### src/rtl/xbs_pkg.sv
package xbs_pkg;

    localparam int unsigned MuBiW = 4;

    typedef logic [MuBiW-1:0] mubi_t;

    localparam mubi_t MuTrue  = 4'b0110;
    localparam mubi_t MuFalse = 4'b1001;

    typedef enum logic [1:0] {
        StIdle,
        StReq,
        StWaitAck,
        StBypassed
    } seq_state_e;

    // Only the exact true code counts as true.
    function automatic logic mu_is_true(mubi_t v);
        return v == MuTrue;
    endfunction

    function automatic mubi_t mu_from_bool(logic b);
        return b ? MuTrue : MuFalse;
    endfunction

endpackage

### src/rtl/xbs_cfg_regs.sv
module xbs_cfg_regs
    import xbs_pkg::*;
(
    input  logic  clk_i,
    input  logic  rst_ni,
    input  logic  wr_i,
    input  mubi_t sel_i,
    input  mubi_t hispeed_i,
    input  logic  lock_i,
    output mubi_t sel_o,
    output mubi_t hispeed_o,
    output logic  wen_o
);

    typedef struct packed {
        mubi_t sel;
        mubi_t hispeed;
        logic  wen;
    } cfg_t;

    cfg_t cfg_d, cfg_q;

    always_comb begin
        cfg_d = cfg_q;
        if (wr_i && cfg_q.wen) begin
            cfg_d.sel     = sel_i;
            cfg_d.hispeed = hispeed_i;
        end
        // The lock only ever clears; nothing sets it again but reset.
        if (lock_i) begin
            cfg_d.wen = 1'b0;
        end
    end

    always_ff @(posedge clk_i or negedge rst_ni) begin
        if (!rst_ni) begin
            cfg_q <= '{sel: MuFalse, hispeed: MuFalse, wen: 1'b1};
        end else begin
            cfg_q <= cfg_d;
        end
    end

    assign sel_o     = cfg_q.sel;
    assign hispeed_o = cfg_q.hispeed;
    assign wen_o     = cfg_q.wen;

endmodule

### src/rtl/xbs_seq_fsm.sv
module xbs_seq_fsm
    import xbs_pkg::*;
(
    input  logic  clk_i,
    input  logic  rst_ni,
    input  logic  hw_trig_i,
    input  logic  sw_trig_i,
    input  logic  hispeed_i,
    input  logic  ack_i,
    output logic  req_active_o,
    output logic  hw_done_o,
    output logic  step_grant_o
);

    typedef struct packed {
        seq_state_e state;
        logic       from_hw;
        logic       step;
    } seq_t;

    seq_t seq_d, seq_q;

    always_comb begin
        seq_d = seq_q;
        unique case (seq_q.state)
            StIdle: begin
                if (hw_trig_i || sw_trig_i) begin
                    seq_d.state   = StReq;
                    // Hardware origin wins when both fire together.
                    seq_d.from_hw = hw_trig_i;
                end
            end
            StReq: begin
                seq_d.state = StWaitAck;
            end
            StWaitAck: begin
                if (ack_i) begin
                    seq_d.state = StBypassed;
                    seq_d.step  = seq_q.from_hw || hispeed_i;
                end
            end
            StBypassed: begin
                seq_d.state = StBypassed;
            end
            default: begin
                seq_d.state = StIdle;
            end
        endcase
    end

    always_ff @(posedge clk_i or negedge rst_ni) begin
        if (!rst_ni) begin
            seq_q <= '{state: StIdle, from_hw: 1'b0, step: 1'b0};
        end else begin
            seq_q <= seq_d;
        end
    end

    assign req_active_o = (seq_q.state != StIdle);
    assign hw_done_o    = (seq_q.state == StBypassed) && seq_q.from_hw;
    assign step_grant_o = (seq_q.state == StBypassed) && seq_q.step;

endmodule

### src/rtl/xbs_div_gen.sv
module xbs_div_gen #(
    parameter int unsigned NUM_DIV = 2
) (
    input  logic               clk_i,
    input  logic               rst_ni,
    input  logic               step_i,
    output logic [NUM_DIV-1:0] div_en_o
);

    localparam int unsigned CntW = NUM_DIV;

    typedef struct packed {
        logic [CntW-1:0] cnt;
    } div_t;

    div_t div_d, div_q;

    always_comb begin
        div_d     = div_q;
        div_d.cnt = div_q.cnt + 1'b1;
    end

    always_ff @(posedge clk_i or negedge rst_ni) begin
        if (!rst_ni) begin
            div_q <= '{cnt: '0};
        end else begin
            div_q <= div_d;
        end
    end

    // Divider g divides by 2^(g+1) unstepped and by 2^g when stepped.
    for (genvar g = 0; g < NUM_DIV; g++) begin : g_div
        logic full_hit;
        logic step_hit;
        assign full_hit = &div_q.cnt[g:0];
        if (g == 0) begin : g_base
            assign step_hit = 1'b1;
        end else begin : g_upper
            assign step_hit = &div_q.cnt[g-1:0];
        end
        assign div_en_o[g] = step_i ? step_hit : full_hit;
    end

endmodule

### src/rtl/xclk_bypass_seq.sv
module xclk_bypass_seq
    import xbs_pkg::*;
#(
    parameter int unsigned NUM_DIV = 2
) (
    input  logic               clk_i,
    input  logic               rst_ni,
    input  logic [3:0]         hw_byp_req_i,
    input  logic [3:0]         dbg_en_i,
    input  logic [3:0]         scan_mode_i,
    input  logic               cfg_wr_i,
    input  logic [3:0]         cfg_sel_i,
    input  logic [3:0]         cfg_hispeed_i,
    input  logic               cfg_lock_i,
    output logic [3:0]         cfg_sel_o,
    output logic [3:0]         cfg_hispeed_o,
    output logic               cfg_wen_o,
    output logic [3:0]         src_byp_req_o,
    input  logic [3:0]         src_byp_ack_i,
    output logic [3:0]         hw_byp_ack_o,
    output logic [NUM_DIV-1:0] div_en_o
);

    mubi_t sel_q;
    mubi_t hispeed_q;
    logic  req_active;
    logic  hw_done;
    logic  step_grant;
    logic  step_live;

    xbs_cfg_regs u_cfg (
        .clk_i     (clk_i),
        .rst_ni    (rst_ni),
        .wr_i      (cfg_wr_i),
        .sel_i     (cfg_sel_i),
        .hispeed_i (cfg_hispeed_i),
        .lock_i    (cfg_lock_i),
        .sel_o     (sel_q),
        .hispeed_o (hispeed_q),
        .wen_o     (cfg_wen_o)
    );

    xbs_seq_fsm u_fsm (
        .clk_i        (clk_i),
        .rst_ni       (rst_ni),
        .hw_trig_i    (mu_is_true(hw_byp_req_i)),
        .sw_trig_i    (mu_is_true(sel_q) && mu_is_true(dbg_en_i)),
        .hispeed_i    (mu_is_true(hispeed_q)),
        .ack_i        (mu_is_true(src_byp_ack_i)),
        .req_active_o (req_active),
        .hw_done_o    (hw_done),
        .step_grant_o (step_grant)
    );

    // Scan veto is applied live, on top of the latched grant.
    assign step_live = step_grant && !mu_is_true(scan_mode_i);

    xbs_div_gen #(
        .NUM_DIV (NUM_DIV)
    ) u_div (
        .clk_i    (clk_i),
        .rst_ni   (rst_ni),
        .step_i   (step_live),
        .div_en_o (div_en_o)
    );

    assign cfg_sel_o     = sel_q;
    assign cfg_hispeed_o = hispeed_q;
    assign src_byp_req_o = mu_from_bool(req_active);
    assign hw_byp_ack_o  = mu_from_bool(hw_done);

endmodule

### config.mk
export PLATFORM = sky130hd
export DESIGN_NAME = xclk_bypass_seq
export DESIGN_NICKNAME = d
export VERILOG_FILES = /design/src/rtl/xbs_pkg.sv /design/src/rtl/xbs_cfg_regs.sv /design/src/rtl/xbs_seq_fsm.sv /design/src/rtl/xbs_div_gen.sv /design/src/rtl/xclk_bypass_seq.sv
export SDC_FILE = /design/constraint.sdc
export NUM_CORES = 1
export LEC_CHECK = 0
export BUFFER_PORTS_ARGS = -buffer_cell sky130_fd_sc_hd__buf_4
export CAP_MARGIN = 20
export CELL_PAD_IN_SITES_DETAIL_PLACEMENT = 2
export CELL_PAD_IN_SITES_GLOBAL_PLACEMENT = 2
export CORE_MARGIN = 5
export CORE_UTILIZATION = 25
export DETAILED_ROUTE_END_ITERATION = 8
export GPL_TIMING_DRIVEN = 0
export PLACE_DENSITY = 0.8
export SETUP_SLACK_MARGIN = 0.15
export SLEW_MARGIN = 20
export SYNTH_ARGS = -nofsm -noshare
export SYNTH_HDL_FRONTEND = slang
export SYNTH_SLANG_ARGS = --single-unit
### constraint.sdc
create_clock -name clk_i -period 2 [get_ports clk_i]
set_input_delay 0.2 -clock clk_i [delete_from_list [all_inputs] [get_ports clk_i]]
set_output_delay 0.2 -clock clk_i [all_outputs]
set_load 0.02 [all_outputs]
==> key figures, run 1 <==
Clock network
  – Post-CTS Hold Buffers: 1
  – Worst skew pair latency: 0.28 ns
  – Clk sinks: 15
  – Post-CTS sizing: 0
  – Reg clk slew, reported paths: 0.09 ns
  – Htree depth: 1
  – Clock Path Buffers: 2
  – Post-CTS setup buffers: 0
  – Cts bufs inserted: 3
  – CTS tree: yes
  – Root buffer selected by CTS: clkbuf_4

Timing
  – Worst Tran Pin Value: 0.3795 ns
  – Final critical-path share of the clock period: 88.67%
  – Post-layout min period: 1.773 ns
  – Setup TNS: 0 ns
  – Final Max Slew Viols: 0
  – Setup violators final: 0
  – Final WS setup: 0.2266 ns
  – Slew Limit Headroom: 74.36%
  – Peak Freq: 563.9 MHz
  – Hold WS: 0.02825 ns
  – Skew final: 0.004938 ns
  – Hold Fails Final Rpt: 0
  – RSZ-0062 raised after global routing: no

GRT
  – Global-route wire length before repair: 3.381 mm
  – Vias in the first global route: 738
  – Initial antenna violation count: 0
  – Largest net degree at the start of global routing: 16
  – Gr usage total: 10.38%
  – Grt ovf: 0

Cells and area
  – Area grow syn2layout: 58.95%
  – Antenna cells: 0
  – Leading cell type in the layout, fill and taps excluded: buf_4
  – Post-Route Utilization: 41.46%
  – Nets: 138
  – Commonest cells after routing, fill and taps aside: 52 x buf_4, 10 x dfrtp_1, 8 x mux2_2
  – Final non-filler cell total: 139
  – Fill cells: 300
  – Fraction of layout cells with a size suffix above 1: 66.67%

Placed design
  – Port bufs: 46
  – Placer Congestion: 0.6684
  – Dpl hpwl: 1.753 mm
  – Pre-CTS setup slack: 0.5474 ns
  – Dpl cells: 134

Floorplan
  – Die Span X: 63.41 µm
  – Std cell rows: 19
  – CORE AREA: 2734 µm²
  – Die ar.: 4021 µm²
  – Ports: 47
  – Die Ht: 63.41 µm
  – Initial core utilization: 26.09%

Power
  – VDD IR max: 0.4661 mV
  – Sw Ratio: 29.91%
  – Psw: 244.0 µW
  – Pwr/cell area: 719.6 nW/µm²
  – Reg power frac: 41.7%
  – Clk pwr share: 21.1%
  – Gate power share: 37.2%
  – Static Leakage: 0.0005855 µW
  – Cell Int Power: 571.7 µW

Logic synthesis
  – Syn nets: 86
  – Yosys warns: 0
  – Sequential area share after synthesis: 53.51%
  – Largest family of logic cells by synthesized area: multiplexers
  – Simple-Gate Fraction of Synth Area: 13.86%
  – Syn Area/Cell: 12.51 µm²
  – Seq cells post-synth: 15
  – Synth Area in Adders: 1.754%
  – Compound-Gate Fraction of Synth Area: 5.789%
  – Mapped Cells: 57
  – Synth cell types: 25
  – Mapped Area: 713.2 µm²
  – XOR/XNOR share of the synthesized area: 0%
  – Mux contribution to synthesized area: 16.14%

Detailed routing
  – DR vias/cell: 4.568
  – DRC: 0
  – Drt pass-1 iters: 4
  – Final ANT Viol Nets: 0
  – Via count: 635
  – DR WL/cell: 14.81 µm
  – DRT Wirelength: 2.059 mm
  – 1st-iter DRT viols: 10

Critical path
  – Reg2reg setup slack: 0.79 ns
  – CP max-delay cell: dfrtp_1
  – Critical path origin: u_fsm.seq_q[3]
  – R2r startpoint: u_cfg.wen_o
  – CP Capture Type: output pin
  – Crit start category: flip-flop
  – Reg2Reg Depth: 2
  – CP Class: reg2out
  – Critical path arrival: 1.57 ns
  – Maximum fanout along the worst path: 4
  – Crit path largest cell delay: 0.43 ns
  – End point of the critical path: div_en_o[1]
  – Critical Path RT: 1.80 ns
  – R2r endpoint: u_cfg.hispeed_o[2]
  – Worst-path cell chain: and2_4 > o311a_1 > mux2_4 > buf_4

Job
  – Max cap viols: 0

Worst hold path
  – Class of the worst hold path: in2reg

Outcome
  – Status: finished, final reports clean
## kinds of logic (layout without fill, tap and decap cells)
| group | count (synthesis) | count (layout) |
|---|---|---|
| AO/OA/AOI/OAI | 6 | 6 |
| adder cells (fa/ha/maj) | 1 | 1 |
| buffers and inverters | 11 | 62 |
| flip-flops | 15 | 15 |
| multiplexers | 10 | 10 |
| AND/OR/NAND/NOR | 14 | 14 |
## routing by layer
layer | track usage [%] | routed length [µm] | up-vias
met3 | 3.730 | 185 | 0
li1 | - | - | 296
met4 | 3.117 | 0 | 0
met5 | 0 | 0 | -
met1 | 11.10 | 806 | 309
met2 | 18.78 | 1068 | 30
## stage by stage
stage / area [µm²] / power [µW]
2_1_floorplan: 713.2 / 516.6
3_3_place_gp: 1097 / 642.5
3_5_place_dp: 1097 / 653.6
4_1_cts: 1134 / 835.9
5_1_grt: 1134 / 862.4
6_report: 1134 / 815.7
## area by class of cell
type	count	area (µm²)	share of cell area, %
Sequential cell	15	381.6	33.66
Inverter	5	18.77	1.656
Tap cell	31	38.79	3.422
Clock buffer	4	26.28	2.318
Multi-Input combinational cell	31	267.8	23.62
Buffer	6	45.04	3.974
Timing Repair Buffer	47	355.3	31.35
## worst max-delay path: cells and delay by family (launching register included)
kind / cells / cell delay [ns]
and+or+nand+nor: 1 / 0.18
muxes: 1 / 0.31
AOI/OAI and AO/OA: 1 / 0.22
DFF: 1 / 0.43
buffers and inverters: 1 / 0.16
## power groups by stage
stage	clock (µW)	sequential, µW	combinational (µW)
6_report	172	340	304
5_1_grt	193	343	326
4_1_cts	186	341	309
3_5_place_dp	0	347	307
3_3_place_gp	0	346	297
2_1_floorplan	0	341	175
## flip-flops by register name, indices dropped and copies added (netlist names)
register         cells
u_cfg.hispeed_o      4
u_cfg.sel_o          4
u_cfg.wen_o          1
u_div.div_q          2
u_fsm.seq_q          4
## Yosys cell counts
library cell	number	share of area (%)
nand2_1	3	1.6
nor4bb_1	1	1.4
and4bb_1	1	1.8
nor2_2	1	0.88
and2_4	1	1.2
mux2_4	1	2.1
ha_1	1	1.8
nor3b_1	1	1.1
a21oi_1	1	0.70
o21ai_0	1	0.70
dfrtp_1	10	35
a31oi_1	2	1.8
dfstp_2	5	18
and4bb_2	1	1.8
inv_1	5	2.6
nor2_1	1	0.53
o311a_1	1	1.4
nor2b_1	1	0.88
mux2_2	8	13
or2_1	1	0.88
a22o_1	1	1.2
nand4b_1	1	1.2
nand3_1	1	0.70
buf_4	6	6.3
mux2i_1	1	1.4
## worst min path at each step
stage                     slack, ns  depth (start not counted)       start            endpoint
final                          0.03                          2  cfg_lock_i         u_cfg.wen_o
after global routing          0.004                          2  cfg_lock_i         u_cfg.wen_o
after CTS                     0.008                          2  cfg_lock_i         u_cfg.wen_o
after detailed placement       0.07                          1      rst_ni      u_fsm.seq_q[0]
after global placement         0.06                          1      rst_ni      u_fsm.seq_q[2]
after floorplan                -0.1                          0      rst_ni  u_cfg.hispeed_o[1]
No activity file was read; power rests on OpenSTA's default activity.
==> run 2, diff against run 1 <==
CORE_UTILIZATION = 23   (was 25)
PLACE_DENSITY = 0.74   (was 0.8)
clock period = 2.02 ns   (was 2 ns; I/O delays follow)
==> run 2 against run 1 <==
Routed wire length rose by 0.15%. Critical path depth did not move. Sequential power barely moved. Clock power rose by 6%. Worst setup slack improved by 0.050 ns. Core utilization fell by 3.3 points. Flip-flop and latch count did not move. Global-route usage barely moved. Clock-buffer cell count fell by 1. Critical path type unchanged. Final cell count rose by 2.2%.
==> key figures, run 2 (same netlist as run 1, synthesis figures left out) <==
Outcome
  – Status: finished, final reports clean

Clock network
  – Clk sinks: 15 (unchanged)
  – Reg clk slew, reported paths: 0.10 ns (about the same)
  – CTS tree: yes
  – Worst skew pair latency: 0.30 ns (+0.02 ns)
  – Post-CTS sizing: 0 (unchanged)
  – Cts bufs inserted: 3 (unchanged)
  – Htree depth: 1 (unchanged)
  – Clock Path Buffers: 2 (unchanged)
  – Root buffer selected by CTS: clkbuf_4

Job
  – Max cap viols: 0 (unchanged)

Cells and area
  – Post-Route Utilization: 38.21% (-3.3 points)
  – Nets: 139 (+0.72%)
  – Final non-filler cell total: 142 (+2.2%)
  – Fraction of layout cells with a size suffix above 1: 66.97% (+0.31 points)
  – Design area: 1147 µm² (+1.2%)
  – Leading cell type in the layout, fill and taps excluded: buf_4
  – Commonest cells after routing, fill and taps aside: 52 x buf_4, 10 x dfrtp_1, 8 x mux2_2
  – Area of the multi-input gates: 267.8 µm² (unchanged)
  – Fill cells: 332 (+11%)
  – Area grow syn2layout: 60.88%
  – Register area: 381.6 µm² (unchanged)
  – Antenna cells: 0 (unchanged)

Critical path
  – End point of the critical path: div_en_o[1]
  – Critical Path RT: 1.82 ns (+0.02 ns)
  – Bufs and invs on worst path: 1 (unchanged)
  – Maximum fanout along the worst path: 4 (unchanged)
  – Crit start category: flip-flop
  – Worst-path cell chain: and2_4 > o311a_1 > mux2_4 > buf_4
  – CP Class: reg2out
  – CP max-delay cell: dfrtp_1
  – Crit-path leading delay family: flip-flops
  – R2r endpoint: u_cfg.sel_o[2]
  – Critical path origin: u_fsm.seq_q[3]
  – Crit path largest cell delay: 0.41 ns (-0.02 ns)
  – Reg2Reg Depth: 2 (unchanged)
  – Cell depth of the worst setup path: 4 (unchanged)
  – Critical path arrival: 1.54 ns (-0.03 ns)
  – Reg2reg setup slack: 0.77 ns (-0.02 ns)
  – CP Capture Type: output pin
  – R2r startpoint: u_cfg.wen_o

Worst hold path
  – Min-delay src: cfg_hispeed_i[3]
  – Class of the worst hold path: in2reg

Timing
  – Final Max Slew Viols: 0 (unchanged)
  – Setup TNS: 0 ns (unchanged)
  – Post-layout min period: 1.743 ns
  – Setup violators final: 0 (unchanged)
  – Skew final: 0.01316 ns (+0.008222 ns)
  – Worst Tran Pin Value: 0.3378 ns (-0.04167 ns)
  – Final critical-path share of the clock period: 86.29%
  – Slew Limit Headroom: 77.17% (+2.8 points)
  – Peak Freq: 573.7 MHz
  – Hold Fails Final Rpt: 0 (unchanged)
  – RSZ-0062 raised after global routing: no

Detailed routing
  – Drt pass-1 iters: 2 (-2)
  – Via count: 629 (-0.94%)
  – DR vias/cell: 4.430 (-3.0%)
  – DR WL/cell: 14.52 µm (-2.0%)
  – DRT Wirelength: 2.062 mm (+0.15%)
  – DRC: 0 (unchanged)
  – Final ANT Viol Nets: 0 (unchanged)
  – 1st-iter DRT viols: 7 (-3)

Floorplan
  – Die Ht: 65.69 µm (+3.6%)
  – Die Span X: 65.69 µm (+3.6%)
  – Std cell rows: 20 (+1)
  – Initial core utilization: 23.75% (-2.3 points)
  – Die ar.: 4315 µm² (+7.3%)
  – CORE AREA: 3003 µm² (+9.8%)
  – Ports: 47 (unchanged)

GRT
  – Grt ovf: 0 (unchanged)
  – Global-route wire length before repair: 3.443 mm (+1.8%)
  – Vias in the first global route: 739 (+0.14%)
  – Initial antenna violation count: 0 (unchanged)
  – Largest net degree at the start of global routing: 16 (unchanged)
  – Gr usage total: 10.42% (+0.047 points)

Placed design
  – Post-DP Area: 1100 µm² (+0.23%)
  – Port bufs: 46 (unchanged)
  – Placer Congestion: 0.6509 (-2.6%)
  – Dpl hpwl: 1.710 mm (-2.5%)
  – Dpl cells: 136 (+1.5%)

Power
  – VDD IR max: 0.2163 mV (-54%)
  – Pwr/cell area: 713.4 nW/µm² (-0.86%)
  – Static Leakage: 0.0005924 µW (+1.2%)
==> run 2: cell type report <==
type	instances	area share [%]
sequential	15	33.26
timing repair buffer	48	31.84
multi-input combinational	31	23.34
buffer	6	3.926
tap	33	3.599
clock buffer	3	1.963
inverter	5	1.636
clock inverter	1	0.4362
==> run 2: repair_timing <==
item,CTS,global route
setup buffers,0,0
hold endpoints to repair,16,0
hold buffers,2,0
==> run 2: layer usage <==
layer	up-vias	routed length, µm	global-route usage (%)
li1	296	-	-
met1	295	759	9.579
met2	35	1018	19.02
met3	3	248	5.128
met4	0	35	4.663
met5	-	0	0
==> run 2: where the power goes <==
group | internal (µW) | switching [µW] | leakage [µW]
registers | 322 | 16.7 | 0.000173
logic | 169 | 129 | 0.000402
clock network | 73.8 | 108 | 0.0000177
==> run 2: worst min-delay path by stage <==
stage,to,cells past startpoint
floorplan,u_cfg.hispeed_o[1],0
global placement,u_cfg.sel_o[2],1
detailed placement,u_cfg.sel_o[2],1
CTS,u_cfg.hispeed_o[3],2
global route,u_cfg.hispeed_o[3],2
finish,u_cfg.hispeed_o[3],2
==> run 2: stage by stage <==
stage / setup slack [ns] / power, µW / hold WS, ns
after detailed placement: 0.5984 / 647.0 / 0.07160
after global routing: 0.1847 / 870.8 / 0.1081
after CTS: 0.2536 / 837.3 / 0.1187
after global placement: 0.6255 / 634.6 / 0.06410
final: 0.2770 / 818.6 / 0.1254
after floorplan: 0.7787 / 511.4 / -0.09359
==> run 3, diff against run 2 <==
CORE_UTILIZATION = 24   (was 23)
PLACE_DENSITY = 0.75   (was 0.74)
SYNTH_HIERARCHICAL = 1   (was unset)
==> run 3 against run 2 <==
Register-to-register slack gained 0.14 ns. Maximum frequency decreased by 2.5%. Clock skew is 0.010 ns lower. Critical path depth unchanged. Core utilization is 1.1 points higher. Power down 18%. Worst hold slack lost 0.099 ns.
==> key figures, run 3 <==
GRT
  – Grt ovf: 0 (unchanged)
  – Gr usage total: 9.943% (-0.48 points)
  – Global-route wire length before repair: 3.346 mm (-2.8%)
  – Initial antenna violation count: 0 (unchanged)
  – Largest net degree at the start of global routing: 16 (unchanged)
  – Vias in the first global route: 732 (-0.95%)

Cells and area
  – Nets: 141 (+1.4%)
  – Register area: 382.9 µm² (+0.33%)
  – Area grow syn2layout: 58.40%
  – Fill cells: 331 (-0.30%)
  – Antenna cells: 0 (unchanged)
  – Leading cell type in the layout, fill and taps excluded: buf_4
  – Final non-filler cell total: 155 (+9.2%)
  – Design area: 1191 µm² (+3.8%)
  – Area of the multi-input gates: 302.8 µm² (+13%)
  – Fraction of layout cells with a size suffix above 1: 71.17% (+4.2 points)
  – Commonest cells after routing, fill and taps aside: 52 x buf_4, 9 x dfrtp_1, 8 x mux2_2

Power
  – VDD IR max: 0.1927 mV (-11%)
  – Pwr/cell area: 560.9 nW/µm² (-21%)
  – Gate power share: 27.2% (-9.3 points)
  – Static Leakage: 0.0006133 µW (+3.5%)
  – Psw: 178.8 µW (-30%)
  – Reg power frac: 47.4% (+6.1 points)
  – Clk pwr share: 25.4% (+3.2 points)
  – Cell Int Power: 489.3 µW (-13%)
  – Sw Ratio: 26.76% (-4.3 points)

Worst hold path
  – WHS Path Cells: 2 (unchanged)
  – Class of the worst hold path: in2reg

Critical path
  – Critical path arrival: 1.59 ns (+0.05 ns)
  – CP Class: reg2out
  – Reg2Reg Depth: 2 (unchanged)
  – Crit start category: flip-flop
  – Critical Path RT: 1.82 ns (about the same)
  – CP Capture Type: output pin
  – Maximum fanout along the worst path: 8 (+4)

Clock network
  – CTS tree: yes
  – Htree depth: 1 (unchanged)
  – Clk sinks: 15 (unchanged)
  – Reg clk slew, reported paths: 0.09 ns (about the same)
  – Root buffer selected by CTS: clkbuf_4
  – Clock Path Buffers: 2 (unchanged)
  – Cts bufs inserted: 3 (unchanged)
  – Worst skew pair latency: 0.28 ns (-0.02 ns)

Timing
  – Final Max Slew Viols: 0 (unchanged)
  – Peak Freq: 559.3 MHz (-2.5%)
  – Skew final: 0.002752 ns (-0.01041 ns)
  – Worst Tran Pin Value: 0.2220 ns (-0.1158 ns)
  – Setup violators final: 0 (unchanged)
  – Setup TNS: 0 ns (unchanged)
  – Post-layout min period: 1.788 ns (+0.04480 ns)
  – Hold Fails Final Rpt: 0 (unchanged)
  – Final critical-path share of the clock period: 88.51% (+2.2 points)
  – RSZ-0062 raised after global routing: no
  – Slew Limit Headroom: 85.20% (+8.0 points)

Detailed routing
  – DR vias/cell: 4.045 (-8.7%)
  – DRT Wirelength: 2.094 mm (+1.6%)
  – Via count: 627 (-0.32%)
  – DR WL/cell: 13.51 µm (-7.0%)
  – Final ANT Viol Nets: 0 (unchanged)
  – DRC: 0 (unchanged)
  – Drt pass-1 iters: 3 (+1)
  – 1st-iter DRT viols: 3 (-4)

Placed design
  – Dpl hpwl: 1.736 mm (+1.5%)
  – Port bufs: 46 (unchanged)
  – Dpl cells: 150 (+10%)
  – Placer Congestion: 0.6368 (-2.2%)
  – Post-DP Area: 1152 µm² (+4.8%)

Logic synthesis
  – Most common cell in the netlist: dfrtp_1
  – Compound-Gate Fraction of Synth Area: 2.496% (-3.3 points)
  – Mux contribution to synthesized area: 15.31% (-0.83 points)
  – Sequential area share after synthesis: 50.75% (-2.8 points)
  – Post-synth top cells: 10 x dfrtp_1, 8 x mux2_2, 6 x buf_4, 6 x inv_1, 5 x dfstp_2
  – Syn Area/Cell: 12.53 µm² (+0.17%)
  – XOR/XNOR share of the synthesized area: 0% (unchanged)
  – Syn nets: 89 (+3.5%)
  – Synth Area in Adders: 1.664% (-0.090 points)
  – Most common flop cell mapped by yosys: dfrtp_1
  – Share of the synthesized area in the top cell type: 33.28% (-1.8 points)
  – Largest family of logic cells by synthesized area: simple AND/OR/NAND/NOR gates
  – Async S/R FF share, synth: 100.0% (unchanged)
  – Post-synth top area cell: dfrtp_1
  – Mapped Cells: 60 (+5.3%)
  – Seq cells post-synth: 15 (unchanged)
  – Synth cell types: 23 (-8.0%)
  – Yosys warns: 6 (+6)
  – Mapped Area: 752.0 µm² (+5.4%)
  – Simple-Gate Fraction of Synth Area: 20.80% (+6.9 points)
  – Largest cells by area after synthesis: dfrtp_1 33%, dfstp_2 17%, mux2_2 12%
  – Post-synth EDFFs: 0 (unchanged)

Floorplan
  – Initial core utilization: 24.83% (+1.1 points)
  – Die Ht: 65.98 µm (+0.44%)
  – CORE AREA: 3028 µm² (+0.83%)
  – Die ar.: 4353 µm² (+0.88%)
  – Ports: 47 (unchanged)
  – Die Span X: 65.98 µm (+0.44%)
  – Std cell rows: 20 (unchanged)

Outcome
  – Status: finished, final reports clean

Job
  – Max cap viols: 0 (unchanged)
run 3: worst paths after layout:
check	startpoint	endpoint	slack [ns]
setup reg to reg	u_cfg/wen_o	u_cfg/hispeed_o[2]	0.91
hold / removal	cfg_lock_i	u_cfg/wen_o	0.03
setup / recovery	u_fsm/seq_q[2]	div_en_o[1]	0.23
hold reg to reg	u_div/div_q[0]	u_div/div_q[0]	0.49
min in group asynchronous	rst_ni	u_div/div_q[1]	0.31
max in group asynchronous	rst_ni	u_cfg/sel_o[3]	1.47
run 3: metal layers:
layer	wire (µm)	vias to the layer above	GRT usage (%)	part of all wire, %
met3	181	0	2.551	8.6
li1	-	302	-	-
met2	1129	26	18.77	54
met4	0	0	3.046	0
met1	783	299	10.70	37
met5	0	-	0	0
run 3: critical path: stages, from the launching register on:
cell and delay (ns):
dfrtp_1 0.47, and3_2 0.21, nor2b_2 0.17, mux2_4 0.31
buf_4 0.16
run 3: layout make-up:
cell class	instances	share of cell area [%]
flip-flops and latches	15	32.14
clock buffers	3	1.891
repair buffers	47	29.83
inverters	6	1.891
well taps	44	4.622
plain buffers	6	3.782
clock inverters	1	0.4202
multi-input cells	33	25.42
run 3: metrics by stage:
stage / utilization [%] / total power (µW) / worst slack, ns / hold WS, ns
3_3_place_gp: 38.06 / 499.9 / 0.5672 / 0.06723
6_report: 39.34 / 668.1 / 0.2322 / 0.02664
2_1_floorplan: - / 414.1 / 0.7448 / -0.09359
4_1_cts: 39.30 / 686.8 / 0.1975 / 0.01050
5_1_grt: 39.34 / 712.2 / 0.1513 / 0.006150
3_5_place_dp: 38.06 / 506.0 / 0.5357 / 0.07298
run 3: power by group through the flow:
stage	Clock (µW)	Combinational, µW	Sequential, µW
floorplan	0	95.1	319
global placement	0	178	322
detailed placement	0	184	322
CTS	184	185	317
global route	200	193	319
finish	170	182	317
run 3: cell families (layout without fill, tap and decap cells):
kind of cell / count (synthesis) / count (layout)
compound gates: 3 / 3
simple gates: 19 / 19
fa+ha+maj: 1 / 1
buf+inv: 12 / 63
flops: 15 / 15
mux: 10 / 10
run 3: timing repair:
item | in CTS | in global routing
hold buffers | 1 | 0
setup buffers | 0 | 0
resized for setup | 0 | 1
setup endpoints to repair | 0 | 1
hold endpoints to repair | 15 | 0
